[config.mk]
export PLATFORM = sky130hd
export DESIGN_NAME = acc_core
export DESIGN_NICKNAME = d
export VERILOG_FILES = /design/src/rtl/acc_core_pkg.sv /design/src/rtl/acc_core_alu.sv /design/src/rtl/acc_core_ctrl.sv /design/src/rtl/acc_core.sv
export SDC_FILE = /design/constraint.sdc
export NUM_CORES = 1
export LEC_CHECK = 0
export ABC_CLOCK_PERIOD_IN_PS = 5090
export BUFFER_PORTS_ARGS = -buffer_cell sky130_fd_sc_hd__buf_2
export CAP_MARGIN = 10
export CORE_MARGIN = 2
export CORE_UTILIZATION = 42
export CTS_BUF_LIST = sky130_fd_sc_hd__clkbuf_16
export CTS_CLUSTER_SIZE = 24
export DETAILED_ROUTE_END_ITERATION = 8
export MAX_ROUTING_LAYER = met4
export PLACE_DENSITY = 0.68
export SYNTH_ARGS = -nofsm -noshare
export SYNTH_HDL_FRONTEND = slang
export SYNTH_HIERARCHICAL = 1
export SYNTH_SLANG_ARGS = --single-unit
[constraint.sdc]
create_clock -name clk -period 5.09 [get_ports clk]
set_input_delay 0.7635 -clock clk [delete_from_list [all_inputs] [get_ports clk]]
set_output_delay 0.7635 -clock clk [all_outputs]
set_load 0.02 [all_outputs]
[src/rtl/acc_core_pkg.sv]
package acc_core_pkg;

    localparam int unsigned OPC_W = 4;

    typedef enum logic [OPC_W-1:0] {
        OP_LOAD  = 4'b0000,
        OP_STORE = 4'b0001,
        OP_ADD   = 4'b0010,
        OP_SUB   = 4'b0011,
        OP_JUMP  = 4'b0100,
        OP_JPOS  = 4'b0101,
        OP_JNZ   = 4'b0110,
        OP_STOP  = 4'b0111
    } opcode_e;

    typedef enum logic [2:0] {
        ST_FETCH,
        ST_LATCH,
        ST_EXEC,
        ST_OPERAND,
        ST_HALT
    } state_e;

    typedef enum logic [1:0] {
        ALU_PASS_B,
        ALU_ADD,
        ALU_SUB,
        ALU_INC
    } alu_op_e;

    typedef struct packed {
        logic    pc_we;
        logic    pc_from_ir;
        logic    acc_we;
        logic    ir_we;
        logic    addr_from_ir;
        logic    a_from_pc;
        alu_op_e alu_op;
        logic    mem_req;
        logic    mem_rnw;
        logic    acc_drive;
        logic    halted;
    } ctrl_t;

endpackage

[src/rtl/acc_core_alu.sv]
module acc_core_alu
    import acc_core_pkg::*;
#(
    parameter int unsigned W = 16
) (
    input  logic [W-1:0] a,
    input  logic [W-1:0] b,
    input  alu_op_e      op,
    output logic [W-1:0] y
);

    always_comb begin
        unique case (op)
            ALU_PASS_B: y = b;
            ALU_ADD:    y = a + b;
            ALU_SUB:    y = a - b;
            ALU_INC:    y = a + W'(1);
            default:    y = b;
        endcase
    end

endmodule

[src/rtl/acc_core_ctrl.sv]
module acc_core_ctrl
    import acc_core_pkg::*;
(
    input  logic             clk,
    input  logic             rst,
    input  logic [OPC_W-1:0] opcode,
    input  logic             acc_neg,
    input  logic             acc_zero,
    output ctrl_t            ctl
);

    state_e state_q, state_d;

    // state register
    always_ff @(posedge clk) begin
        if (rst) state_q <= ST_FETCH;
        else     state_q <= state_d;
    end

    // transitions
    always_comb begin
        state_d = state_q;
        unique case (state_q)
            ST_FETCH: state_d = ST_LATCH;
            ST_LATCH: state_d = ST_EXEC;
            ST_EXEC: begin
                case (opcode)
                    OP_LOAD, OP_ADD, OP_SUB: state_d = ST_OPERAND;
                    OP_STOP:                 state_d = ST_HALT;
                    default:                 state_d = ST_FETCH;
                endcase
            end
            ST_OPERAND: state_d = ST_FETCH;
            ST_HALT:    state_d = ST_HALT;
            default:    state_d = ST_FETCH;
        endcase
    end

    // outputs
    always_comb begin
        ctl = '0;
        ctl.mem_rnw = 1'b1;
        ctl.alu_op  = ALU_PASS_B;
        unique case (state_q)
            ST_FETCH: begin
                ctl.mem_req = 1'b1;
            end
            ST_LATCH: begin
                ctl.ir_we     = 1'b1;
                ctl.pc_we     = 1'b1;
                ctl.a_from_pc = 1'b1;
                ctl.alu_op    = ALU_INC;
            end
            ST_EXEC: begin
                case (opcode)
                    OP_LOAD, OP_ADD, OP_SUB: begin
                        ctl.mem_req      = 1'b1;
                        ctl.addr_from_ir = 1'b1;
                    end
                    OP_STORE: begin
                        ctl.mem_req      = 1'b1;
                        ctl.mem_rnw      = 1'b0;
                        ctl.addr_from_ir = 1'b1;
                        ctl.acc_drive    = 1'b1;
                    end
                    OP_JUMP: begin
                        ctl.pc_we      = 1'b1;
                        ctl.pc_from_ir = 1'b1;
                    end
                    OP_JPOS: begin
                        ctl.pc_we      = ~acc_neg;
                        ctl.pc_from_ir = 1'b1;
                    end
                    OP_JNZ: begin
                        ctl.pc_we      = ~acc_zero;
                        ctl.pc_from_ir = 1'b1;
                    end
                    default: ;
                endcase
            end
            ST_OPERAND: begin
                ctl.acc_we = 1'b1;
                case (opcode)
                    OP_ADD:  ctl.alu_op = ALU_ADD;
                    OP_SUB:  ctl.alu_op = ALU_SUB;
                    default: ctl.alu_op = ALU_PASS_B;
                endcase
            end
            ST_HALT: begin
                ctl.halted = 1'b1;
            end
            default: ;
        endcase
    end

endmodule

[src/rtl/acc_core.sv]
module acc_core
    import acc_core_pkg::*;
#(
    parameter int unsigned ADDR_W = 12
) (
    input  logic                    clk,
    input  logic                    rst,
    input  logic [ADDR_W+OPC_W-1:0] mem_rdata,
    output logic                    mem_req,
    output logic                    mem_rnw,
    output logic [ADDR_W-1:0]       mem_addr,
    output logic [ADDR_W+OPC_W-1:0] mem_wdata,
    output logic                    halted
);

    localparam int unsigned DATA_W = ADDR_W + OPC_W;

    ctrl_t             ctl;
    logic [ADDR_W-1:0] pc_q;
    logic [DATA_W-1:0] acc_q;
    logic [DATA_W-1:0] ir_q;
    logic [DATA_W-1:0] alu_a;
    logic [DATA_W-1:0] alu_y;
    logic [ADDR_W-1:0] ir_field;

    assign ir_field = ir_q[ADDR_W-1:0];

    acc_core_ctrl u_ctrl (
        .clk      (clk),
        .rst      (rst),
        .opcode   (ir_q[DATA_W-1:ADDR_W]),
        .acc_neg  (acc_q[DATA_W-1]),
        .acc_zero (acc_q == '0),
        .ctl      (ctl)
    );

    // ALU operand A: accumulator or zero-extended program counter
    assign alu_a = ctl.a_from_pc ? {{OPC_W{1'b0}}, pc_q} : acc_q;

    acc_core_alu #(.W(DATA_W)) u_alu (
        .a  (alu_a),
        .b  (mem_rdata),
        .op (ctl.alu_op),
        .y  (alu_y)
    );

    always_ff @(posedge clk) begin
        if (rst) begin
            pc_q  <= '0;
            acc_q <= '0;
            ir_q  <= '0;
        end else begin
            if (ctl.ir_we)  ir_q  <= mem_rdata;
            if (ctl.acc_we) acc_q <= alu_y;
            if (ctl.pc_we)  pc_q  <= ctl.pc_from_ir ? ir_field : alu_y[ADDR_W-1:0];
        end
    end

    assign mem_req   = ctl.mem_req;
    assign mem_rnw   = ctl.mem_rnw;
    assign mem_addr  = ctl.addr_from_ir ? ir_field : pc_q;
    assign mem_wdata = ctl.acc_drive ? acc_q : '0;
    assign halted    = ctl.halted;

endmodule

# After elaboration in Yosys (flattened, before gate mapping)
# Index checks and enable logic that the tools add are counted.
# totals
ff_bits	47
out_inout_bits	31
wordCells	49
inputBits	18
# classes
eq_ne	14
mux	20
n_addsub	3
bitwise	2
n_reduce_logical	6
# op_table
op	n
case mux 16 bit (4 select lines)	1
two-way mux 16 bit	2
two-way mux 12 bit	2
adder 16 x 1 -> 16 bit, second input constant	1
adder 16 bit	1
equality test 4 x 3 -> 1 bit, second input constant	4
zero test 16 bit	1
subtractor 16 bit	1
case mux 3 bit (4 select lines)	1
equality test 4 x 2 -> 1 bit, second input constant	2
case mux 2 bit (2 select lines)	2
equality test 3 x 2 -> 1 bit, second input constant	2
two-way mux 1 bit	6
case mux 2 bit (3 select lines)	1
case mux 3 bit (2 select lines)	1
equality test 2 bit, second input constant	2
equality test 4 x 1 -> 1 bit, second input constant	1
zero test 4 bit	1
two-way mux 2 bit	2
case mux 1 bit (2 select lines)	2
OR reduction 4 bit	1
equality test 3 x 1 -> 1 bit, second input constant	1
equality test 3 bit, second input constant	1
zero test 3 bit	1
other kinds (4)	5

# Logic depth before layout (Yosys ltp)
# Gate-level depths: netlist (run 1).
# logic_depth
ltp_word	6
depth_mapped	18
ltp_nobuf	17

# Hierarchy
# The synthesis (run 1) kept the hierarchy.
# by_module_without_submodules
mod	n_inst	seq_area_each_um2	cells_each	area_per_inst_um2
acc_core	1	880.8	209	2095.8
acc_core_alu	1	0.0	229	1507.7
acc_core_ctrl	1	60.1	36	300.3

# Worst setup path before layout (run 1)
# Ideal clock, no wire load.
# synth_timing
path_kind	input -> register
from	in mem_rdata[6]
to	reg acc_q[15]
setup_time_ns	0.065
t_arrival_ns	3.870
cell_stages	15
path_buffers	1
slack_ns	1.155
t_required_ns	5.025
path_cell_list	or4_4 -> or3_2 -> nor3_1 -> nor3b_1 -> a21oi_1 -> o22ai_1 -> ha_1 -> clkbuf_1 -> nand4_1 -> a211o_1 -> a21boi_0 -> nor3_1 -> nor4_1 -> mux2i_1 -> nor2_1
# synth_between
elab_chain_cells	2
elab_cells_between_ends	3
cone_classes	add/sub (2); mux (1)
# synth_rtl
item	line_no	source
start: declaration	acc_core.sv:8	input logic [ADDR_W+OPC_W-1:0] mem_rdata,
subtractor 16 bit or adder 16 bit (tied branches)	acc_core_alu.sv:16, acc_core_alu.sv:15	
case mux 16 bit (4 select lines) (*)	acc_core_alu.sv:13	unique case (op)
net alu_y[15]	acc_core.sv:23	logic [DATA_W-1:0] alu_y;
end signal: assignment	acc_core.sv:54	if (ctl.acc_we) acc_q <= alu_y;
end: declaration	acc_core.sv:20	logic [DATA_W-1:0] acc_q;
# Mark *: on every way through the listed nets, which the timed path passes. The rest lies on a longest branch.
# A chain may end at the register's enable or synchronous reset.

==> flow_summary.toml, run 1 <==
[status]
status = "finished, final reports clean"

[sta]
fin_ws_ns = 0.7591
worst_hold_slack_ns = 0.5031
setup_viol = 0
period_needed_ns = 4.331
maxSlewViolCount = 0
skew_ns = 0.004898
tns_ns = 0
fmax_ghz = 0.2309
rsz0062_at_grt = "no"
post-route-period-util_pct = 85.09
slew_headroom_pct = 36.26
tightest_slew_ns = 0.9561
final_hold_viol_count = 0

[yosys]
syn_area_um2 = 3904
synth_top_family_by_area = "simple AND/OR/NAND/NOR gates"
seq_area_frac_synth_pct = 24.10
synth_edf_count = 0
ys.flop_type = "dfxtp_1"
postSynthAreaPerCell_um2 = 8.236
syn-num-nets = 513
synth_fa_ha_area_share_pct = 6.923
ys_ff_latch = 47
synthTopCellsByArea = "dfxtp_1 (24%), mux2i_1 (12%), mux2_2 (7.5%)"
synth_compound_area_share_pct = 17.34
yosysMostFrequentCell = "nor2_1"
synth-xor-area-share_pct = 2.244
synthMuxAreaShare_pct = 19.04
ys_warn_count = 6
ys_async_sr_fraction_pct = 0
syn-instance-count = 474
post-synth-top-area-cell = "dfxtp_1"
yosysTopAreaCellShare_pct = 24.10
synth-simple-area-share_pct = 24.42
synth_common_cells = "nor2_1 (61), dfxtp_1 (47), mux2i_1 (45)"
synth.distinct_cells = 64

[cts]
cts_tree = "done"
clock-root-buffer = "clkbuf_16"
clk_latency_ns = 0.29
postCtsSetupRepairBufs = 0
htreeDepth = 2
cts_hold_buf = 0
clk_path_buf_depth = 2
cts_sinks = 47
path_clk_slew_ns = 0.07
postCtsResizedCells = 0
cts_buffers = 5

[power_and_ir_drop]
powerDensity_nw_per_um2 = 283.1
p_sw_mw = 0.4389
switching_share_pct = 35.42
vdd_drop_max_v = 0.0001670
power_mw = 1.239
pwr-share-seq_pct = 34.6
p_comb_share_pct = 34.2
clkPwrFrac_pct = 31.2
internal-power_mw = 0.8002
power.leakage_nw = 1.854

[global_route]
grt_use_met2_pct = 35.47
grtUsageMet1_pct = 30.86
antenna_found_initial = 0
grt_max_degree = 48
track_usage_pct = 22.23
gr-total-overflow = 0
gr-usage-met3_pct = 1.462
grt_pass1_vias = 3418
grt_first_pass_wirelength_mm = 17.50
grt_busiest_layer = "met2"

[critical_path]
cp.arrival_ns = 4.53
cp-end-kind = "register"
crit_fanout = 14
critPathLaunchType = "register"
cp_slowest_cell = "a211oi_1"
path_cells = "nand2b_1 > nor2_4 > mux2_2 > ha_1 > fa_1 > a21o_1 > a21oi_1 > o21ai_0 > a211oi_1 > xor2_1 > o21ai_0 > mux2i_1 > a211oi_1"
required_ns = 5.29
worstSetupPathType = "register to register"
slowest_delay_ns = 0.53

[floorplan]
start_util_pct = 42.86
fp.coreArea_um2 = 9109
ios = 49
rows = 35
dieWidth_um = 100.4
die_h_um = 100.4
die-area_um2 = 10080

[placed_design]
hpwl_mm = 8.038
placed_area_um2 = 4190
dp_cells = 612
globalplace.congestion = 0.8580
portBuffers = 48
pre_cts_ws_ns = 0.5834

[route]
drc = 0
drt_iter0_drc = 274
drt_pass1_iterations = 4
routedWlPerCell_um = 17.43
num_vias = 3613
wl_mm = 10.82
via_per_inst = 5.818
detail-route-antenna-nets = 0

[final_layout]
num_antenna_cells = 0
regArea_um2 = 940.9
final_core_util_pct = 48.05
nNetsFinal = 548
syn2layout_area_growth_pct = 12.12
stdcell_count = 621
multiInputGateArea_um2 = 2745
fill_cells = 893
design_area_um2 = 4377
drive_above_1_share_pct = 20.98

[min_path]
min_path_type = "register to register"

[run]
maxCapViolCount = 0
area by class of cell:
cell class | count | area share (%)
multi-input combinational | 381 | 62.72
clock inverter | 3 | 1.058
timing repair buffer | 56 | 7.033
sequential | 47 | 21.50
inverter | 18 | 1.658
tap | 111 | 3.173
clock buffer | 5 | 2.859
power groups by stage:
stage                     logic (mW)  clock network, mW  registers [mW]
after global placement         0.407                  0           0.434
after floorplan                0.323                  0           0.421
after global routing           0.462              0.404           0.432
final                          0.424              0.387           0.428
after CTS                      0.417              0.392           0.427
after detailed placement       0.415                  0           0.435
sequential cells by signal, summed over array words and instances (netlist names):
name	flops
u_ctrl/state_q	3
pc_q	12
acc_q	16
ir_q	16
final timing paths:
check / from / slack [ns] / end / depth (start not counted)
worst max-delay path: u_ctrl/state_q[0]$_SDFF_PP0_ / 0.76 / pc_q[10]$_SDFFE_PP0P_ / 13
worst min-delay path: pc_q[0]$_SDFFE_PP0P_ / 0.50 / pc_q[0]$_SDFFE_PP0P_ / 2
worst max register to register: u_ctrl/state_q[0]$_SDFF_PP0_ / 0.76 / pc_q[10]$_SDFFE_PP0P_ / 13
worst min register to register: pc_q[0]$_SDFFE_PP0P_ / 0.50 / pc_q[0]$_SDFFE_PP0P_ / 2
cells by family after synthesis:
family                     count (synthesis)
and+or+nand+nor                          174
AOI/OAI and AO/OA                        105
muxes                                     71
DFF                                       47
buffers and inverters                     46
adders and majority gates                 21
xor gates and xnor gates                  10
placed cells by master, fill, tap and decap left out, drive strengths merged, types with 18 or more instances in the layout:
master / n
a21oi: 28
buf: 56
dfxtp: 47
ha: 20
inv: 19
mux2: 26
mux2i: 45
nand2: 31
nor2: 62
o21ai: 18
critical path: cells and delay by family (launching register included):
family          cells  cell delay, ns
flops               1            0.47
compound gates      6            1.74
fa+ha+maj           2            0.66
simple gates        2            0.71
mux                 2            0.53
xor+xnor            1            0.11
layer usage:
metal	routed length [um]	share of wire, %
met1	5180	48
met2	5030	46
met3	487	4.5
met4	125	1.2
met5	0	0
Power figures use the tool's default switching activity.
==> run 2, diff against run 1 <==
--- a/config.mk
+++ b/config.mk
@@ -5,6 +5,7 @@
 export SDC_FILE = /design/constraint.sdc
 export NUM_CORES = 1
 export LEC_CHECK = 0
+export ABC_AREA = 1
 export ABC_CLOCK_PERIOD_IN_PS = 5090
 export BUFFER_PORTS_ARGS = -buffer_cell sky130_fd_sc_hd__buf_2
 export CAP_MARGIN = 10
==> flow_summary.toml, run 2 <==
[critical_path]
cp.arrival_ns = 3.76
worstSetupPathType = "register to register"
slowest_delay_ns = 0.48
path_common_cell = "nand2_1"
crit_buf_inv = 4
rr_endpoint = "pc_q[11]$_SDFFE_PP0P_"
r2r_setup_slack_ns = 1.56
required_ns = 5.32
crit_family = "simple AND/OR/NAND/NOR gates"
critPathLaunchType = "register"
r2r_cells = 20
cp-end-kind = "register"
r2r-start = "u_ctrl/state_q[1]$_SDFF_PP0_"
path_cells = "inv_1 > nor2_1 > a211oi_1 > buf_4 > nand2_1 > inv_1 > nor3_1 > ha_1 > a21oi_1 > nand2_1 > nand2_1 > nand3_2 > a21oi_1 > or2_1 > nand3_1 > o21ai_1 > nand2_1 > nand3_1 > nand2_1 > inv_1"
crit_fanout = 10
cp_slowest_cell = "dfxtp_1"

[global_route]
grt_max_degree = 48
track_usage_pct = 22.98
grt_pass1_vias = 4073
grt_first_pass_wirelength_mm = 19.81
gr-total-overflow = 0
antenna_found_initial = 0

[route]
drt_iter0_drc = 317
drt-met1-wl_mm = 5.466
drt_pass1_iterations = 5
topRoutingLayerUsed = "met4"
wl_mm = 11.82
wl_met3_um = 601
routedWlPerCell_um = 14.34
detail-route-antenna-nets = 0
dr_wl_met2_mm = 5.572
via_per_inst = 5.175
num_vias = 4264
drc = 0

[cts]
htreeDepth = 2
cts_tree = "done"
clk_latency_ns = 0.29
postCtsResizedCells = 0
clock-root-buffer = "clkbuf_16"
cts_sinks = 47
clk_path_buf_depth = 2
cts_buffers = 5
postCtsSetupRepairBufs = 0
cts_hold_buf = 0
path_clk_slew_ns = 0.07

[sta]
tightest_slew_ns = 0.9686
fmax_ghz = 0.2831
final_hold_viol_count = 0
rsz0062_at_grt = "no"
maxSlewViolCount = 0
slew_headroom_pct = 35.21
post-route-period-util_pct = 69.40
tns_ns = 0
setup_viol = 0
period_needed_ns = 3.532
worst_hold_slack_ns = 0.4807
skew_ns = 0.007901

[min_path]
min_path_type = "register to register"
worstHoldStart = "ir_q[2]$_SDFFE_PP0P_"
holdPathEnd = "ir_q[2]$_SDFFE_PP0P_"
whs_path_depth = 2

[floorplan]
dieWidth_um = 103.6
start_util_pct = 43.00
fp.coreArea_um2 = 9684
ios = 49
die_h_um = 103.6
rows = 36
die-area_um2 = 10730

[final_layout]
largestRegisters = "acc_q: 16 flops, ir_q: 16 flops, pc_q: 12 flops"
layout_common_cells = "nand2_1 (177), inv_1 (96), nor2_1 (67)"
num_antenna_cells = 0
design_area_um2 = 4532
syn2layout_area_growth_pct = 8.834
nNetsFinal = 730
fill_cells = 1020
drive_above_1_share_pct = 17.95
layout_commonest_cell = "nand2_1"

[yosys]
syn-instance-count = 659
synth_common_cells = "nand2_1 (177), inv_1 (96), nor2_1 (68)"
post-synth-top-area-cell = "dfxtp_1"
ys.flop_type = "dfxtp_1"
ys_ff_latch = 47
ys_async_sr_fraction_pct = 0
synth.distinct_cells = 43
yosysTopAreaCellShare_pct = 22.60
ys_warn_count = 6
postSynthAreaPerCell_um2 = 6.319
seq_area_frac_synth_pct = 22.60
syn-num-nets = 698
synth_edf_count = 0
yosysMostFrequentCell = "nand2_1"
synthTopCellsByArea = "dfxtp_1 (23%), nand2_1 (16%), inv_1 (8.7%)"
syn_area_um2 = 4164

[placed_design]
hpwl_mm = 8.979
placed_area_um2 = 4398
portBuffers = 48
globalplace.congestion = 1.050

[status]
status = "finished, final reports clean"

[power_and_ir_drop]
vdd_drop_max_v = 0.0001449
power.leakage_nw = 2.305
powerDensity_nw_per_um2 = 330.8
power_mw = 1.499

[run]
maxCapViolCount = 0
==> run 2: changes by cell type in the layout (fill, tap and decap cells not counted), sizes merged, moves of 17 or more <==
cell | previous run | this run
nand2 | 31 | 191
inv | 19 | 100
mux2i | 45 | 0
nand3 | 2 | 38
o21ai | 18 | 51
mux2 | 26 | 0
a21oi | 28 | 53
and2 | 17 | 0
==> run 2: per-layer routing <==
layer,global-route usage [%],vias to the layer above
li1,-,2155
met1,29.86,1946
met2,38.79,145
met3,2.517,18
met4,5.019,0
met5,-,-
==> run 2: metrics by stage <==
step / utilization (%) / std cells / setup slack (ns)
final: 46.80 / 824 / 1.558
after detailed placement: 45.41 / 817 / 1.477
after floorplan: - / 659 / 2.011
after CTS: 46.80 / 824 / 1.592
after global placement: 45.41 / 817 / 1.515
after global routing: 46.80 / 824 / 1.254
==> run 2: logic make-up (layout without fill, tap and decap cells) <==
group           count (synthesis)  in the layout  synth area share [%]
simple gates                  322            322                 33.56
fa+ha+maj                      21             21                 6.490
xor+xnor                       11             11                 2.314
compound gates                129            129                 20.58
flops                          47             47                 22.60
buf+inv                       129            161                 14.45
==> run 2: how the worst max path moves through the flow <==
stage / start / endpoint / depth (start not counted) / slack [ns]
2_1_floorplan: mem_rdata[0] / acc_q[13]$_SDFFE_PP0P_ / 16 / 2.01
3_3_place_gp: mem_rdata[0] / acc_q[11]$_SDFFE_PP0P_ / 16 / 1.52
3_5_place_dp: mem_rdata[0] / pc_q[11]$_SDFFE_PP0P_ / 18 / 1.48
4_1_cts: u_ctrl/state_q[1]$_SDFF_PP0_ / pc_q[11]$_SDFFE_PP0P_ / 20 / 1.59
5_1_grt: ir_q[13]$_SDFFE_PP0P_ / pc_q[10]$_SDFFE_PP0P_ / 19 / 1.25
6_report: u_ctrl/state_q[1]$_SDFF_PP0_ / pc_q[11]$_SDFFE_PP0P_ / 20 / 1.56
==> run 2: area by class of cell <==
cell class              count  area [um^2]  share of cell area (%)
clock inverters             2        8.758                  0.1933
well taps                 133        166.4                   3.672
repair buffers             53        277.8                   6.129
clock buffers               5        125.1                   2.761
flip-flops and latches     47        940.9                   20.76
inverters                 101        384.1                   8.476
multi-input cells         483         2629                   58.01
==> run 2: power breakdown <==
group	switching [mW]	internal, mW
logic	0.493	0.242
registers	0.0324	0.411
clock network	0.143	0.177
==> run 2: worst register-to-register path, cell delays in order, from the launching register on <==
cell and delay [ns]:
dfxtp_1 0.48, inv_1 0.12, nor2_1 0.19, a211oi_1 0.07
buf_4 0.19, nand2_1 0.29, inv_1 0.19, nor3_1 0.24
ha_1 0.32, a21oi_1 0.17, nand2_1 0.14, nand2_1 0.11
nand3_2 0.12, a21oi_1 0.20, or2_1 0.12, nand3_1 0.06
o21ai_1 0.16, nand2_1 0.09, nand3_1 0.08, nand2_1 0.08
inv_1 0.06
==> run 3, diff against run 2 <==
--- a/config.mk
+++ b/config.mk
@@ -5,8 +5,8 @@
 export SDC_FILE = /design/constraint.sdc
 export NUM_CORES = 1
 export LEC_CHECK = 0
-export ABC_AREA = 1
-export ABC_CLOCK_PERIOD_IN_PS = 5090
+export ABC_AREA = 0
+export ABC_CLOCK_PERIOD_IN_PS = 3200
 export BUFFER_PORTS_ARGS = -buffer_cell sky130_fd_sc_hd__buf_2
 export CAP_MARGIN = 10
 export CORE_MARGIN = 2
@@ -15,7 +15,7 @@
 export CTS_CLUSTER_SIZE = 24
 export DETAILED_ROUTE_END_ITERATION = 8
 export MAX_ROUTING_LAYER = met4
-export PLACE_DENSITY = 0.68
+export PLACE_DENSITY = 0.7
 export SYNTH_ARGS = -nofsm -noshare
 export SYNTH_HDL_FRONTEND = slang
 export SYNTH_HIERARCHICAL = 1
==> constraint.sdc (replaced) <==
create_clock -name clk -period 3.2 [get_ports clk]
set_input_delay 0.48 -clock clk [delete_from_list [all_inputs] [get_ports clk]]
set_output_delay 0.48 -clock clk [all_outputs]
set_load 0.02 [all_outputs]
==> flow_summary.toml, run 3 (synthesized netlist as in run 1, its figures left out) <==
[critical_path]
cp-end-kind = "register"
required_ns = 3.41
critPathLaunchType = "input pin"
cp.arrival_ns = 3.70
worstSetupPathType = "input pin to register"
crit_fanout = 4

[final_layout]
drive_above_1_share_pct = 41.13
design_area_um2 = 5435
layout_common_cells = "buf_4 (91), nor2_1 (55), buf_2 (48)"
num_antenna_cells = 0
nNetsFinal = 641
fill_cells = 778
stdcell_count = 714
layout_commonest_cell = "buf_4"
largestRegisters = "acc_q: 16 flops, ir_q: 16 flops, pc_q: 12 flops"
multiInputGateArea_um2 = 3074
syn2layout_area_growth_pct = 39.23
regArea_um2 = 940.9

[cts]
cts_sinks = 47
htreeDepth = 2
path_clk_slew_ns = 0.07
clk_latency_ns = 0.29
cts_buffers = 5
clock-root-buffer = "clkbuf_16"
cts_tree = "done"
clk_path_buf_depth = 2

[global_route]
gr-total-overflow = 0
track_usage_pct = 25.46
grt_max_degree = 48
antenna_found_initial = 0
grt_pass1_vias = 4036
grt_first_pass_wirelength_mm = 19.97

[route]
via_per_inst = 5.779
detail-route-antenna-nets = 0
drt_iter0_drc = 260
wl_mm = 12.71
routedWlPerCell_um = 17.80
drt_pass1_iterations = 5
num_vias = 4126
drc = 0

[floorplan]
dieWidth_um = 100.4
start_util_pct = 42.86
die_h_um = 100.4
ios = 49
die-area_um2 = 10080
rows = 35
fp.coreArea_um2 = 9109

[placed_design]
dp_cells = 682
portBuffers = 48
globalplace.congestion = 1.005
placed_area_um2 = 4801
hpwl_mm = 8.648

[sta]
slew_headroom_pct = 36.48
skew_ns = 0.008976
rsz0062_at_grt = "yes"
final_hold_viol_count = 0
tightest_slew_ns = 0.9527
maxSlewViolCount = 0
fmax_ghz = 0.2862
post-route-period-util_pct = 109.2
period_needed_ns = 3.494
fin_ws_ns = -0.2937
setup_viol = 7

[status]
violations = "setup timing"
status = "finished, violations left"

[power_and_ir_drop]
power.leakage_nw = 2.396
powerDensity_nw_per_um2 = 410.2
vdd_drop_max_v = 0.0003561

[run]
maxCapViolCount = 0

[min_path]
min_path_type = "input pin to register"
==> run 3: per-layer routing <==
layer  up-vias  part of all wire, %  global-route usage [%]  wire length [um]
met3        20                  6.5                   4.248               831
met5         -                    0                       -                 0
met4         0                  1.5                   6.217               197
met1      1991                   44                   33.39              5630
met2       148                   48                   41.04              6051
li1       1967                    -                       -                 -
==> run 3: worst paths after layout <==
kind | depth (start not counted) | to | from | slack (ns)
max | 16 | acc_q[15]$_SDFFE_PP0P_ | mem_rdata[4] | -0.29
min reg2reg | 2 | pc_q[9]$_SDFFE_PP0P_ | pc_q[9]$_SDFFE_PP0P_ | 0.50
max reg2reg | 16 | acc_q[15]$_SDFFE_PP0P_ | ir_q[14]$_SDFFE_PP0P_ | -0.12
min | 3 | ir_q[14]$_SDFFE_PP0P_ | mem_rdata[14] | 0.48
==> run 3: critical path, cell delays in order <==
cell	delay, ns
buf_6	0.09
or4_4	0.56
or3_4	0.46
nor2_4	0.11
nor3b_2	0.05
a21oi_1	0.12
o22ai_1	0.09
ha_1	0.35
buf_6	0.13
nand4_1	0.11
a211o_1	0.32
and3b_2	0.25
a2bb2oi_2	0.14
nor4_2	0.24
mux2i_1	0.10
nor2_1	0.10
==> run 3: area by class of cell <==
| type | count | share of cell area (%) |
|---|---|---|
| timing repair buffer | 149 | 19.22 |
| tap | 111 | 2.555 |
| multi-input combinational | 381 | 56.56 |
| inverter | 18 | 1.335 |
| clock buffer | 5 | 2.302 |
| sequential | 47 | 17.31 |
| clock inverter | 3 | 0.7136 |
==> run 3: per-stage QoR <==
stage / hold WS, ns / util (%) / worst slack, ns / power [mW] / TNS [ns]
2_1_floorplan: 0.4594 / - / -0.2530 / 1.196 / -0.5084
3_5_place_dp: 0.4934 / 52.71 / -0.5844 / 1.485 / -4.470
5_1_grt: 0.5184 / 59.67 / -0.5028 / 2.343 / -3.231
3_3_place_gp: 0.4807 / 52.71 / -0.5071 / 1.469 / -3.885
6_report: 0.4813 / 59.67 / -0.2937 / 2.229 / -1.592
4_1_cts: 0.4921 / 57.05 / -0.1927 / 2.139 / -0.7939
==> run 3: repair_timing <==
action | CTS | global route
pin swaps | 29 | 33
setup buffers | 9 | 13
gates cloned | 2 | 0
endpoints found under the setup margin | 12 | 17
hold buffers | 0 | 0
gates resized for setup | 34 | 32
==> run 3: where the power goes <==
part           total, mW  internal (mW)  switching [mW]
combinational      0.961          0.456           0.505
clock              0.599          0.365           0.234
sequential         0.670          0.630          0.0393
total               2.23           1.45           0.778
